File: src/rtl/crt_pkg.sv
package crt_pkg;
    localparam int CNT_W  = 16;
    localparam int SYNC_N = 2;

    typedef enum logic [1:0] {
        MODE_RELOAD  = 2'd0,
        MODE_CAPTURE = 2'd1,
        MODE_BAUD    = 2'd2
    } crt_mode_e;

    typedef enum logic [1:0] {
        RA_CTRL  = 2'd0,
        RA_COUNT = 2'd1,
        RA_HOLD  = 2'd2,
        RA_NONE  = 2'd3
    } crt_addr_e;
endpackage

File: src/rtl/crt_edge_sync.sv
module crt_edge_sync #(
    parameter int STAGES = 2
) (
    input  logic clk,
    input  logic rst_n,
    input  logic pin,
    output logic fall
);
    localparam int SH_W = STAGES + 1;
    logic [SH_W-1:0] sh_q;

    always_ff @(posedge clk or negedge rst_n) begin
        if (!rst_n) sh_q <= '1;
        else        sh_q <= {sh_q[SH_W-2:0], pin};
    end

    assign fall = sh_q[SH_W-1] & ~sh_q[SH_W-2];
endmodule

File: src/rtl/crt_core.sv
module crt_core
    import crt_pkg::*;
#(
    parameter int W = CNT_W
) (
    input  logic         clk,
    input  logic         rst_n,
    input  logic         run,
    input  logic         ext_src,
    input  logic         cap_sel,
    input  logic         trig_en,
    input  logic         baud,
    input  logic         tick_en,
    input  logic         cnt_fall,
    input  logic         trig_fall,
    input  logic         cnt_we,
    input  logic         hold_we,
    input  logic [W-1:0] wdata,
    output logic [W-1:0] count_q,
    output logic [W-1:0] hold_q,
    output logic         ovf_evt,
    output logic         trig_evt,
    output logic         ovf_pulse
);
    localparam logic [W-1:0] TOP = '1;

    crt_mode_e mode;
    logic inc, trig_hit, trig_rl, trig_cap;

    always_comb begin
        if (baud)         mode = MODE_BAUD;
        else if (cap_sel) mode = MODE_CAPTURE;
        else              mode = MODE_RELOAD;
    end

    always_comb begin
        inc      = run && (ext_src ? cnt_fall : tick_en);
        ovf_evt  = inc && (count_q == TOP);
        trig_hit = run && trig_en && trig_fall;
        trig_rl  = 1'b0;
        trig_cap = 1'b0;
        unique case (mode)
            MODE_RELOAD:  trig_rl  = trig_hit;
            MODE_CAPTURE: trig_cap = trig_hit;
            MODE_BAUD:    ;
            default:      ;
        endcase
        trig_evt = trig_rl | trig_cap;
    end

    always_ff @(posedge clk or negedge rst_n) begin
        if (!rst_n) begin
            count_q   <= '0;
            hold_q    <= '0;
            ovf_pulse <= 1'b0;
        end else begin
            ovf_pulse <= ovf_evt;
            if (cnt_we)                  count_q <= wdata;
            else if (ovf_evt || trig_rl) count_q <= hold_q;
            else if (inc)                count_q <= count_q + 1'b1;
            if (trig_cap)     hold_q <= count_q;
            else if (hold_we) hold_q <= wdata;
        end
    end

    a_r2_hold_when_stopped: assert property (@(posedge clk) disable iff (!rst_n)
        (!run && !cnt_we) |=> $stable(count_q));
    a_r4_overflow_reloads: assert property (@(posedge clk) disable iff (!rst_n)
        (ovf_evt && !cnt_we) |=> (count_q == $past(hold_q)));
    a_r6_capture_copies: assert property (@(posedge clk) disable iff (!rst_n)
        (run && trig_en && trig_fall && !baud && cap_sel) |=> (hold_q == $past(count_q)));
    a_r8_baud_ignores_trigger: assert property (@(posedge clk) disable iff (!rst_n)
        baud |-> !trig_evt);
endmodule

File: src/rtl/crt_ctrl.sv
module crt_ctrl #(
    parameter int W = 16
) (
    input  logic         clk,
    input  logic         rst_n,
    input  logic         ctrl_we,
    input  logic [7:0]   wdata,
    input  logic         ovf_evt,
    input  logic         trig_evt,
    input  logic         irq_en,
    output logic         run,
    output logic         ext_src,
    output logic         cap_sel,
    output logic         trig_en,
    output logic         tx_sel,
    output logic         rx_sel,
    output logic         baud,
    output logic [W-1:0] ctrl_rd,
    output logic         irq
);
    logic [5:0] bits_q;
    logic       ovf_flag_q, trig_flag_q;

    assign {rx_sel, tx_sel, trig_en, cap_sel, ext_src, run} = bits_q;
    assign baud = tx_sel | rx_sel;

    always_ff @(posedge clk or negedge rst_n) begin
        if (!rst_n) begin
            bits_q      <= '0;
            ovf_flag_q  <= 1'b0;
            trig_flag_q <= 1'b0;
        end else begin
            if (ctrl_we) bits_q <= wdata[5:0];
            if (ovf_evt && !baud) ovf_flag_q <= 1'b1;
            else if (ctrl_we)     ovf_flag_q <= wdata[6];
            if (trig_evt)         trig_flag_q <= 1'b1;
            else if (ctrl_we)     trig_flag_q <= wdata[7];
        end
    end

    always_comb begin
        ctrl_rd      = '0;
        ctrl_rd[7:0] = {trig_flag_q, ovf_flag_q, bits_q};
    end

    assign irq = irq_en && (ovf_flag_q || trig_flag_q);

    a_r8_no_flag_in_baud: assert property (@(posedge clk) disable iff (!rst_n)
        (baud && !ovf_flag_q && !ctrl_we) |=> !ovf_flag_q);
    a_r9_hw_set_wins: assert property (@(posedge clk) disable iff (!rst_n)
        (ovf_evt && !baud) |=> ovf_flag_q);
    a_r7_no_trig_flag: assert property (@(posedge clk) disable iff (!rst_n)
        (!trig_en && !trig_flag_q && !ctrl_we) |=> !trig_flag_q);
endmodule

File: src/rtl/cr_timer16.sv
module cr_timer16
    import crt_pkg::*;
(
    input  logic              clk,
    input  logic              rst_n,
    input  logic              tick_en,
    input  logic              cnt_pin,
    input  logic              trig_pin,
    input  logic              irq_en,
    input  logic              peer_ovf,
    input  logic [1:0]        reg_addr,
    input  logic              reg_wr,
    input  logic [CNT_W-1:0]  reg_wdata,
    output logic [CNT_W-1:0]  reg_rdata,
    output logic              irq,
    output logic              ovf_pulse,
    output logic              tx_baud_tick,
    output logic              rx_baud_tick
);
    localparam int NPIN = 2;

    logic [NPIN-1:0] pins, falls;
    logic run, ext_src, cap_sel, trig_en, tx_sel, rx_sel, baud;
    logic ovf_evt, trig_evt;
    logic [CNT_W-1:0] count_q, hold_q, ctrl_rd;

    assign pins = {trig_pin, cnt_pin};

    for (genvar i = 0; i < NPIN; i++) begin : g_sync
        crt_edge_sync #(.STAGES(SYNC_N)) u_sync (
            .clk(clk), .rst_n(rst_n), .pin(pins[i]), .fall(falls[i])
        );
    end

    crt_ctrl #(.W(CNT_W)) u_ctrl (
        .clk(clk), .rst_n(rst_n),
        .ctrl_we(reg_wr && (reg_addr == RA_CTRL)),
        .wdata(reg_wdata[7:0]),
        .ovf_evt(ovf_evt), .trig_evt(trig_evt), .irq_en(irq_en),
        .run(run), .ext_src(ext_src), .cap_sel(cap_sel), .trig_en(trig_en),
        .tx_sel(tx_sel), .rx_sel(rx_sel), .baud(baud),
        .ctrl_rd(ctrl_rd), .irq(irq)
    );

    crt_core #(.W(CNT_W)) u_core (
        .clk(clk), .rst_n(rst_n),
        .run(run), .ext_src(ext_src), .cap_sel(cap_sel), .trig_en(trig_en),
        .baud(baud), .tick_en(tick_en),
        .cnt_fall(falls[0]), .trig_fall(falls[1]),
        .cnt_we(reg_wr && (reg_addr == RA_COUNT)),
        .hold_we(reg_wr && (reg_addr == RA_HOLD)),
        .wdata(reg_wdata),
        .count_q(count_q), .hold_q(hold_q),
        .ovf_evt(ovf_evt), .trig_evt(trig_evt), .ovf_pulse(ovf_pulse)
    );

    always_comb begin
        unique case (reg_addr)
            RA_CTRL:  reg_rdata = ctrl_rd;
            RA_COUNT: reg_rdata = count_q;
            RA_HOLD:  reg_rdata = hold_q;
            default:  reg_rdata = '0;
        endcase
    end

    assign tx_baud_tick = tx_sel ? ovf_pulse : peer_ovf;
    assign rx_baud_tick = rx_sel ? ovf_pulse : peer_ovf;
endmodule

File: config.mk
export PLATFORM = sky130hd
export DESIGN_NAME = cr_timer16
export DESIGN_NICKNAME = d
export VERILOG_FILES = /design/src/rtl/crt_pkg.sv /design/src/rtl/crt_edge_sync.sv /design/src/rtl/crt_core.sv /design/src/rtl/crt_ctrl.sv /design/src/rtl/cr_timer16.sv
export SDC_FILE = /design/constraint.sdc
export NUM_CORES = 1
export LEC_CHECK = 0
export ABC_AREA = 1
export BUFFER_PORTS_ARGS = -buffer_cell sky130_fd_sc_hd__buf_4
export CAP_MARGIN = 20
export CORE_UTILIZATION = 52
export CTS_CLUSTER_SIZE = 16
export DETAILED_ROUTE_END_ITERATION = 8
export PLACE_DENSITY = 0.73
export SYNTH_ARGS = -nofsm -noshare
export SYNTH_HDL_FRONTEND = slang
export SYNTH_SLANG_ARGS = --single-unit
File: constraint.sdc
create_clock -name clk -period 1.5 [get_ports clk]
set_input_delay 0.375 -clock clk [delete_from_list [all_inputs] [get_ports clk]]
set_output_delay 0.375 -clock clk [all_outputs]
set_load 0.05 [all_outputs]
==> results of run 1 <==
-- logic make-up after synthesis --
kind of cell / Yosys count
compound gates: 46
fa+ha+maj: 1
xor+xnor: 4
buf+inv: 64
flops: 47
simple gates: 268
-- per-stage QoR --
step	util (%)	cell area (sq um)	hold WS [ns]	setup WS, ns
floorplan	-	3330	0.0794	-0.108
global placement	73.4	4070	0.346	-0.231
detailed placement	73.4	4070	0.352	-0.312
CTS	85.5	4730	0.0977	-0.168
-- metal layers --
metal  GRT usage [%]  overflow
met1            79.7         0
met5            8.18         0
met3            55.1         1
met2            92.2         3
met4            67.8         1
-- cell usage after synthesis, types with 4 or more instances --
| cell | count |
|---|---|
| nor2_1 | 53 |
| o21ai_0 | 11 |
| nand2_1 | 137 |
| inv_2 | 4 |
| dfrtp_1 | 41 |
| xor2_1 | 4 |
| clkbuf_1 | 5 |
| dfstp_2 | 6 |
| o221ai_1 | 19 |
| o22ai_1 | 8 |
| o211ai_1 | 6 |
| nor2_2 | 6 |
| buf_2 | 4 |
| inv_1 | 41 |
| nand4_1 | 4 |
| nand2_2 | 4 |
| nand3_1 | 57 |
| nand2_4 | 4 |
-- timing repair --
item,in CTS
setup endpoints to repair,51
pin swaps,28
cloned,4
resized for setup,113
hold buffers,0
buffers inserted,24
==> results.toml, run 1 <==
[outcome]
status = "stopped before the end"
haltStage = "global routing"
firstError = "[ERROR GRT-0232] Routing congestion too high. Check the congestion heatmap in the GUI."

[logic_synthesis]
yosys-top-cells-area = "dfrtp_1 (34%), nand2_1 (17%), nand3_1 (9.4%), nor2_1 (6.6%), o221ai_1 (5.5%)"
ys_seq_area_share_pct = 39.2
synth-xor-area-share_pct = 1.16
synth_fa_ha_area_share_pct = 0.414
synth.cell_area_sq_um = 3020
synth_compound_area_share_pct = 10.9
synth_top_family_by_area = "simple AND/OR/NAND/NOR gates"
yosysTopAreaCell = "dfrtp_1"
syn-num-nets = 457
yosys.area_share.simple_pct = 38.7
yosys.area.top_type_share_pct = 34.0
synth.distinct_cells = 30
async_reset_ff_share_pct = 100
syn_avg_cell_area_sq_um = 7.03
synth-seq-cells = 47
yosysWarningCount = 0
ys.flop_type = "dfrtp_1"
synth_cells = 430
synth-edff-count = 0
synthMuxAreaShare_pct = 0

[sta]
endpoint_type = "register data pin"
worst_endpoint = "u_core.count_q[2]$_DFFE_PN0P_/D"

[clocking]
cts_buffers = 5
ctsLongestPathBuffers = 2
ctsRootBufferMaster = "clkbuf_8"
htreeDepth = 2
cts.sinks = 47

[placed_design]
portBuffers = 45
routabilityCongestion = 0.903
dp.final_hpwl_um = 6630
dp.cells = 582

[floorplanning]
ios = 46
die_w_um = 78.2
die_y_um = 78.2
start_util_pct = 54.5
rows = 27

[global_routing]
grt_usage_pct = 74.4
grt_overflow = 5
grt_max_degree = 48
==> inputs of run 2 (changes only) <==
--- a/config.mk
+++ b/config.mk
@@ -8,10 +8,9 @@
 export ABC_AREA = 1
 export BUFFER_PORTS_ARGS = -buffer_cell sky130_fd_sc_hd__buf_4
 export CAP_MARGIN = 20
-export CORE_UTILIZATION = 52
-export CTS_CLUSTER_SIZE = 16
+export CORE_UTILIZATION = 40
 export DETAILED_ROUTE_END_ITERATION = 8
-export PLACE_DENSITY = 0.73
+export PLACE_DENSITY_LB_ADDON = 0.15
 export SYNTH_ARGS = -nofsm -noshare
 export SYNTH_HDL_FRONTEND = slang
 export SYNTH_SLANG_ARGS = --single-unit
==> constraint.sdc (replaced) <==
create_clock -name clk -period 2 [get_ports clk]
set_input_delay 0.5 -clock clk [delete_from_list [all_inputs] [get_ports clk]]
set_output_delay 0.5 -clock clk [all_outputs]
set_load 0.05 [all_outputs]
==> results.toml, run 2 <==
[placed_design]
dp.cells = 571
place_area_sq_um = 3540
routabilityCongestion = 0.889
portBuffers = 45
dp.final_hpwl_um = 5990

[sta]
hold_viol = 0
fin_tns_setup_ns = 0
timing.final.crit_period_ns = 1.88
max_freq_mhz = 531
grt_setup_unrepaired = "false"
whs_ns = 0.200
tightest_slew_ns = 0.626
drv_slew = 0
setup_violations = 0
slew_headroom_pct = 58.3
skew_ns = 0.00851
timing.final.crit_share_pct = 94.1

[logic_synthesis]
netlist_top_cells_count = "nand2_1 (137), nand3_1 (57), nor2_1 (53)"
synth.distinct_cells = 30
synth_cells = 430
ys.flop_type = "dfrtp_1"
syn_avg_cell_area_sq_um = 7.03
yosys-top-cells-area = "dfrtp_1 (34%), nand2_1 (17%), nand3_1 (9.4%), nor2_1 (6.6%), o221ai_1 (5.5%)"
yosys.area_share.simple_pct = 38.7
yosysTopAreaCell = "dfrtp_1"
synth.most_common_cell = "nand2_1"
yosysWarningCount = 0
synth-xor-area-share_pct = 1.16
synth_fa_ha_area_share_pct = 0.414
synth_compound_area_share_pct = 10.9
ys_seq_area_share_pct = 39.2
syn-num-nets = 457
synth.cell_area_sq_um = 3020
synth-edff-count = 0
synthMuxAreaShare_pct = 0
synth_top_family_by_area = "simple AND/OR/NAND/NOR gates"
synth-seq-cells = 47
async_reset_ff_share_pct = 100
yosys.area.top_type_share_pct = 34.0

[floorplanning]
start_util_pct = 41.4
dieArea_sq_um = 7910
core_area_sq_um = 7290
die_y_um = 88.9
rows = 31
ios = 46
die_w_um = 88.9

[critical_path]
required_ns = 1.50
crit_chain = "buf_4, nor2_1, inv_1, o221ai_2, buf_4"
cp_slowest_stage_delay_ns = 0.22
crit_fanout = 7
r2r_cells = 10
crit_arrival_ns = 1.38
cp-end-kind = "output pin"
start_kind = "input port"
crit_type = "in -> out"
cp_common_cell = "buf_4"
cp_slowest_cell = "buf_4"

[clocking]
hold_buffers = 0
ctsRootBufferMaster = "clkbuf_8"
cts_buffers = 5
clk_latency_ns = 0.31
post_cts_buffers = 0
ctsLongestPathBuffers = 2
htreeDepth = 2
cts_resized = 0
clkSlewWorstSetupHoldPaths_ns = 0.09
cts.sinks = 47
cts_tree = "built"

[outcome]
status = "complete, no violations"

[pwr]
p_total_mw = 3.74
powerDensity_nw_per_um2 = 1030
leakage_nw = 1.83
ir_worst_vdd_v = 0.000379

[layout]
final_cell_mix = "nand2_1 (137), buf_4 (58), nand3_1 (57)"
final_cell_area_sq_um = 3620
reg_top3 = "u_core.count_q: 16 flops, u_core.hold_q: 16 flops"
finalNetCount = 506
final_common_cell = "nand2_1"
diodes = 0
drive_gt1_share_pct = 21.0
layout.cells.non_filler = 579
synthToLayoutAreaGrowth_pct = 19.9

[global_routing]
grt_max_degree = 48
grt_pass1_wl_um = 13200
grt_usage_pct = 22.4
antenna_found_initial = 0
first_global_vias = 2592
grt_overflow = 0

[route]
drcViolationCount = 0
wire_per_inst_um = 14.1
ant_nets = 0
drt_iter0_drc = 249
viasPerCell = 5.11
routed_wl_um = 8150
vias = 2959
firstDrtPassIters = 4

[run]
maxCapViolCount = 0

[worst_hold_path]
holdCritPathClass = "in -> async"
[run 2: cell counts after synthesis]
Identical to the previous run, type by type.
[run 2: kinds of logic after synthesis]
family                     after synthesis
and+or+nand+nor                        268
DFF                                     47
AOI/OAI and AO/OA                       46
adders and majority gates                1
buffers and inverters                   64
xor gates and xnor gates                 4
[run 2: path summary, 6_finish.rpt]
| path | from | to | slack (ns) |
|---|---|---|---|
| max reg2reg | g_sync[1].u_sync.sh_q[2]$_DFF_PN1_ | u_core.count_q[3]$_DFFE_PN0P_ | 0.23 |
| min reg2reg | g_sync[1].u_sync.sh_q[0]$_DFF_PN1_ | g_sync[1].u_sync.sh_q[1]$_DFF_PN1_ | 0.36 |
| min | rst_n | u_ctrl.trig_flag_q$_DFFE_PN0P_ | 0.20 |
| max in group asynchronous | rst_n | u_core.hold_q[11]$_DFFE_PN0P_ | 1.37 |
| min in group clk | cnt_pin | g_sync[0].u_sync.sh_q[0]$_DFF_PN1_ | 0.29 |
| max | reg_addr[1] | reg_rdata[0] | 0.12 |
[run 2: final cells by class]
type	instances	area, sq um
Multi-Input combinational cell	319	1600
Sequential cell	47	1180
Tap cell	99	124
Clock buffer	6	72.6
Inverter	47	179
Timing Repair Buffer	59	455
Clock inverter	2	12.5
Fill cell	786	3670
[run 2: power breakdown]
part | leakage (nW) | total [mW] | internal [mW] | switching (mW)
clock | 0.0412 | 0.584 | 0.245 | 0.339
sequential | 0.573 | 1.49 | 1.21 | 0.282
combinational | 1.22 | 1.66 | 0.602 | 1.06
[run 2: critical path, delay by kind of cell]
family / cells / cell delay [ns]
compound gates: 1 / 0.18
buf+inv: 3 / 0.54
simple gates: 1 / 0.15
[run 2: stage by stage]
step	util, %	setup WS (ns)
after global placement	48.5	0.103
after CTS	49.7	0.126
after floorplan	-	-0.313
after detailed placement	48.5	0.128
after global routing	49.7	0.0324
final	49.7	0.118
[run 2: routing by layer]
layer,global-route usage (%),vias to the layer above,part of all wire [%]
li1,-,1500,-
met1,32.6,1371,48
met2,33.7,78,45
met3,4.25,10,5.0
met4,6.89,0,1.6
met5,0,-,0
No activity file was read; power rests on OpenSTA's default activity.
==> inputs of run 3 (changes only) <==
==> constraint.sdc (replaced) <==
create_clock -name clk -period 2.2 [get_ports clk]
set_input_delay 0.55 -clock clk [delete_from_list [all_inputs] [get_ports clk]]
set_output_delay 0.55 -clock clk [all_outputs]
set_load 0.05 [all_outputs]
==> results.toml, run 3 (same netlist as run 2, synthesis figures left out) <==
[outcome]
status = "complete, no violations"

[pwr]
ir_worst_vdd_v = 0.000406
powerDensity_nw_per_um2 = 937
leakage_nw = 1.82

[critical_path]
cp_slowest_stage_delay_ns = 0.24
r2r-start = "u_core.count_q[0]$_DFFE_PN0P_"
rr_endpoint = "u_core.count_q[9]$_DFFE_PN0P_"
r2r_cells = 11
crit_chain = "buf_4, nor2_2, clkinv_1, buf_4, o221ai_1, buf_4"
crit_type = "in -> out"
cp-end-kind = "output pin"
crit_arrival_ns = 1.47
crit_fanout = 10
cp_common_cell = "buf_4"
start_kind = "input port"
rrSetupSlack_ns = 0.35
cp_slowest_cell = "buf_4"
required_ns = 1.65

[layout]
final_common_cell = "nand2_1"
reg_top3 = "u_core.count_q: 16 flops, u_core.hold_q: 16 flops"
diodes = 0
finalNetCount = 503
synthToLayoutAreaGrowth_pct = 18.6
final_cell_mix = "nand2_1 (137), nand3_1 (57), buf_4 (54)"
fin_util_pct = 49.1
drive_gt1_share_pct = 19.5

[sta]
hold_viol = 0
slew_headroom_pct = 57.7
drv_slew = 0
timing.final.crit_period_ns = 2.02
fin_tns_setup_ns = 0
max_freq_mhz = 494
setup_violations = 0
timing.final.crit_share_pct = 92.0
grt_setup_unrepaired = "false"
tightest_slew_ns = 0.634
skew_ns = 0.00823
setup_ws_ns = 0.176

[placed_design]
routabilityCongestion = 0.857
dp.final_hpwl_um = 6040
portBuffers = 45
pre_cts_ws_ns = 0.174

[worst_hold_path]
holdCritPathClass = "in -> async"

[global_routing]
antenna_found_initial = 0
grt_usage_pct = 22.9
grt_overflow = 0
first_global_vias = 2822
grt_pass1_wl_um = 13700
grt_max_degree = 48

[clocking]
cts_resized = 0
post_cts_buffers = 0
clk_latency_ns = 0.31
clkSlewWorstSetupHoldPaths_ns = 0.09
cts.sinks = 47
cts_buffers = 5
cts_tree = "built"
ctsRootBufferMaster = "clkbuf_8"
hold_buffers = 0
ctsLongestPathBuffers = 2
htreeDepth = 2

[route]
viasPerCell = 5.17
routed_wl_um = 8220
ant_nets = 0
wire_per_inst_um = 14.3
vias = 2977
drt_iter0_drc = 117
firstDrtPassIters = 4
drcViolationCount = 0

[floorplanning]
core_area_sq_um = 7290
die_y_um = 88.9
die_w_um = 88.9
rows = 31
dieArea_sq_um = 7910
ios = 46
start_util_pct = 41.4

[run]
maxCapViolCount = 0
run 3: cell count changes in the layout (fill, tap and decap cells not counted), sizes merged:
| cell | delta |
|---|---|
| buf | -3 |
| clkbuf | -1 |
| clkinv | +1 |
run 3: metal layers:
layer	vias up	track usage (%)	wire length (um)
met3	4	4.34	475
li1	1504	-	-
met5	-	0	0
met2	68	37.5	3820
met1	1401	32.0	3890
met4	0	4.40	36
run 3: worst max-delay path: cells and delay by family:
kind / cells / cell delay (ns)
compound gates: 1 / 0.19
simple gates: 1 / 0.12
buf+inv: 4 / 0.61
run 3: final cells by class:
type,instances,area (sq um)
clock buffers,5,68.8
clock inverters,3,25.0
fillers,759,3710
inverters,47,179
multi-input cells,319,1560
flip-flops and latches,47,1180
well taps,99,124
repair buffers,56,445
run 3: report_power, final:
| part | total (mW) | switching [mW] | internal, mW |
|---|---|---|---|
| logic | 1.43 | 0.915 | 0.512 |
| registers | 1.38 | 0.279 | 1.10 |
| clock network | 0.553 | 0.325 | 0.228 |
run 3: metrics by stage:
stage | hold slack [ns] | cells | instance area [sq um] | total power [mW]
after floorplan | 0.254 | 430 | 3030 | 2.40
after detailed placement | 0.347 | 568 | 3490 | 2.82
after CTS | 0.279 | 576 | 3580 | 3.39
after global routing | 0.303 | 576 | 3580 | 3.66
final | 0.258 | 576 | 3580 | 3.36
after global placement | 0.345 | 568 | 3490 | 2.80
run 3: how the worst max path moves through the flow:
stage | start | end | slack (ns) | cells past startpoint
after floorplan | reg_addr[1] | reg_rdata[1] | -0.24 | 4
after global placement | reg_addr[0] | reg_rdata[8] | 0.19 | 6
after detailed placement | reg_addr[0] | reg_rdata[3] | 0.17 | 6
after CTS | reg_addr[0] | reg_rdata[3] | 0.17 | 6
after global routing | reg_addr[0] | reg_rdata[3] | 0.11 | 6
final | reg_addr[0] | reg_rdata[3] | 0.18 | 6
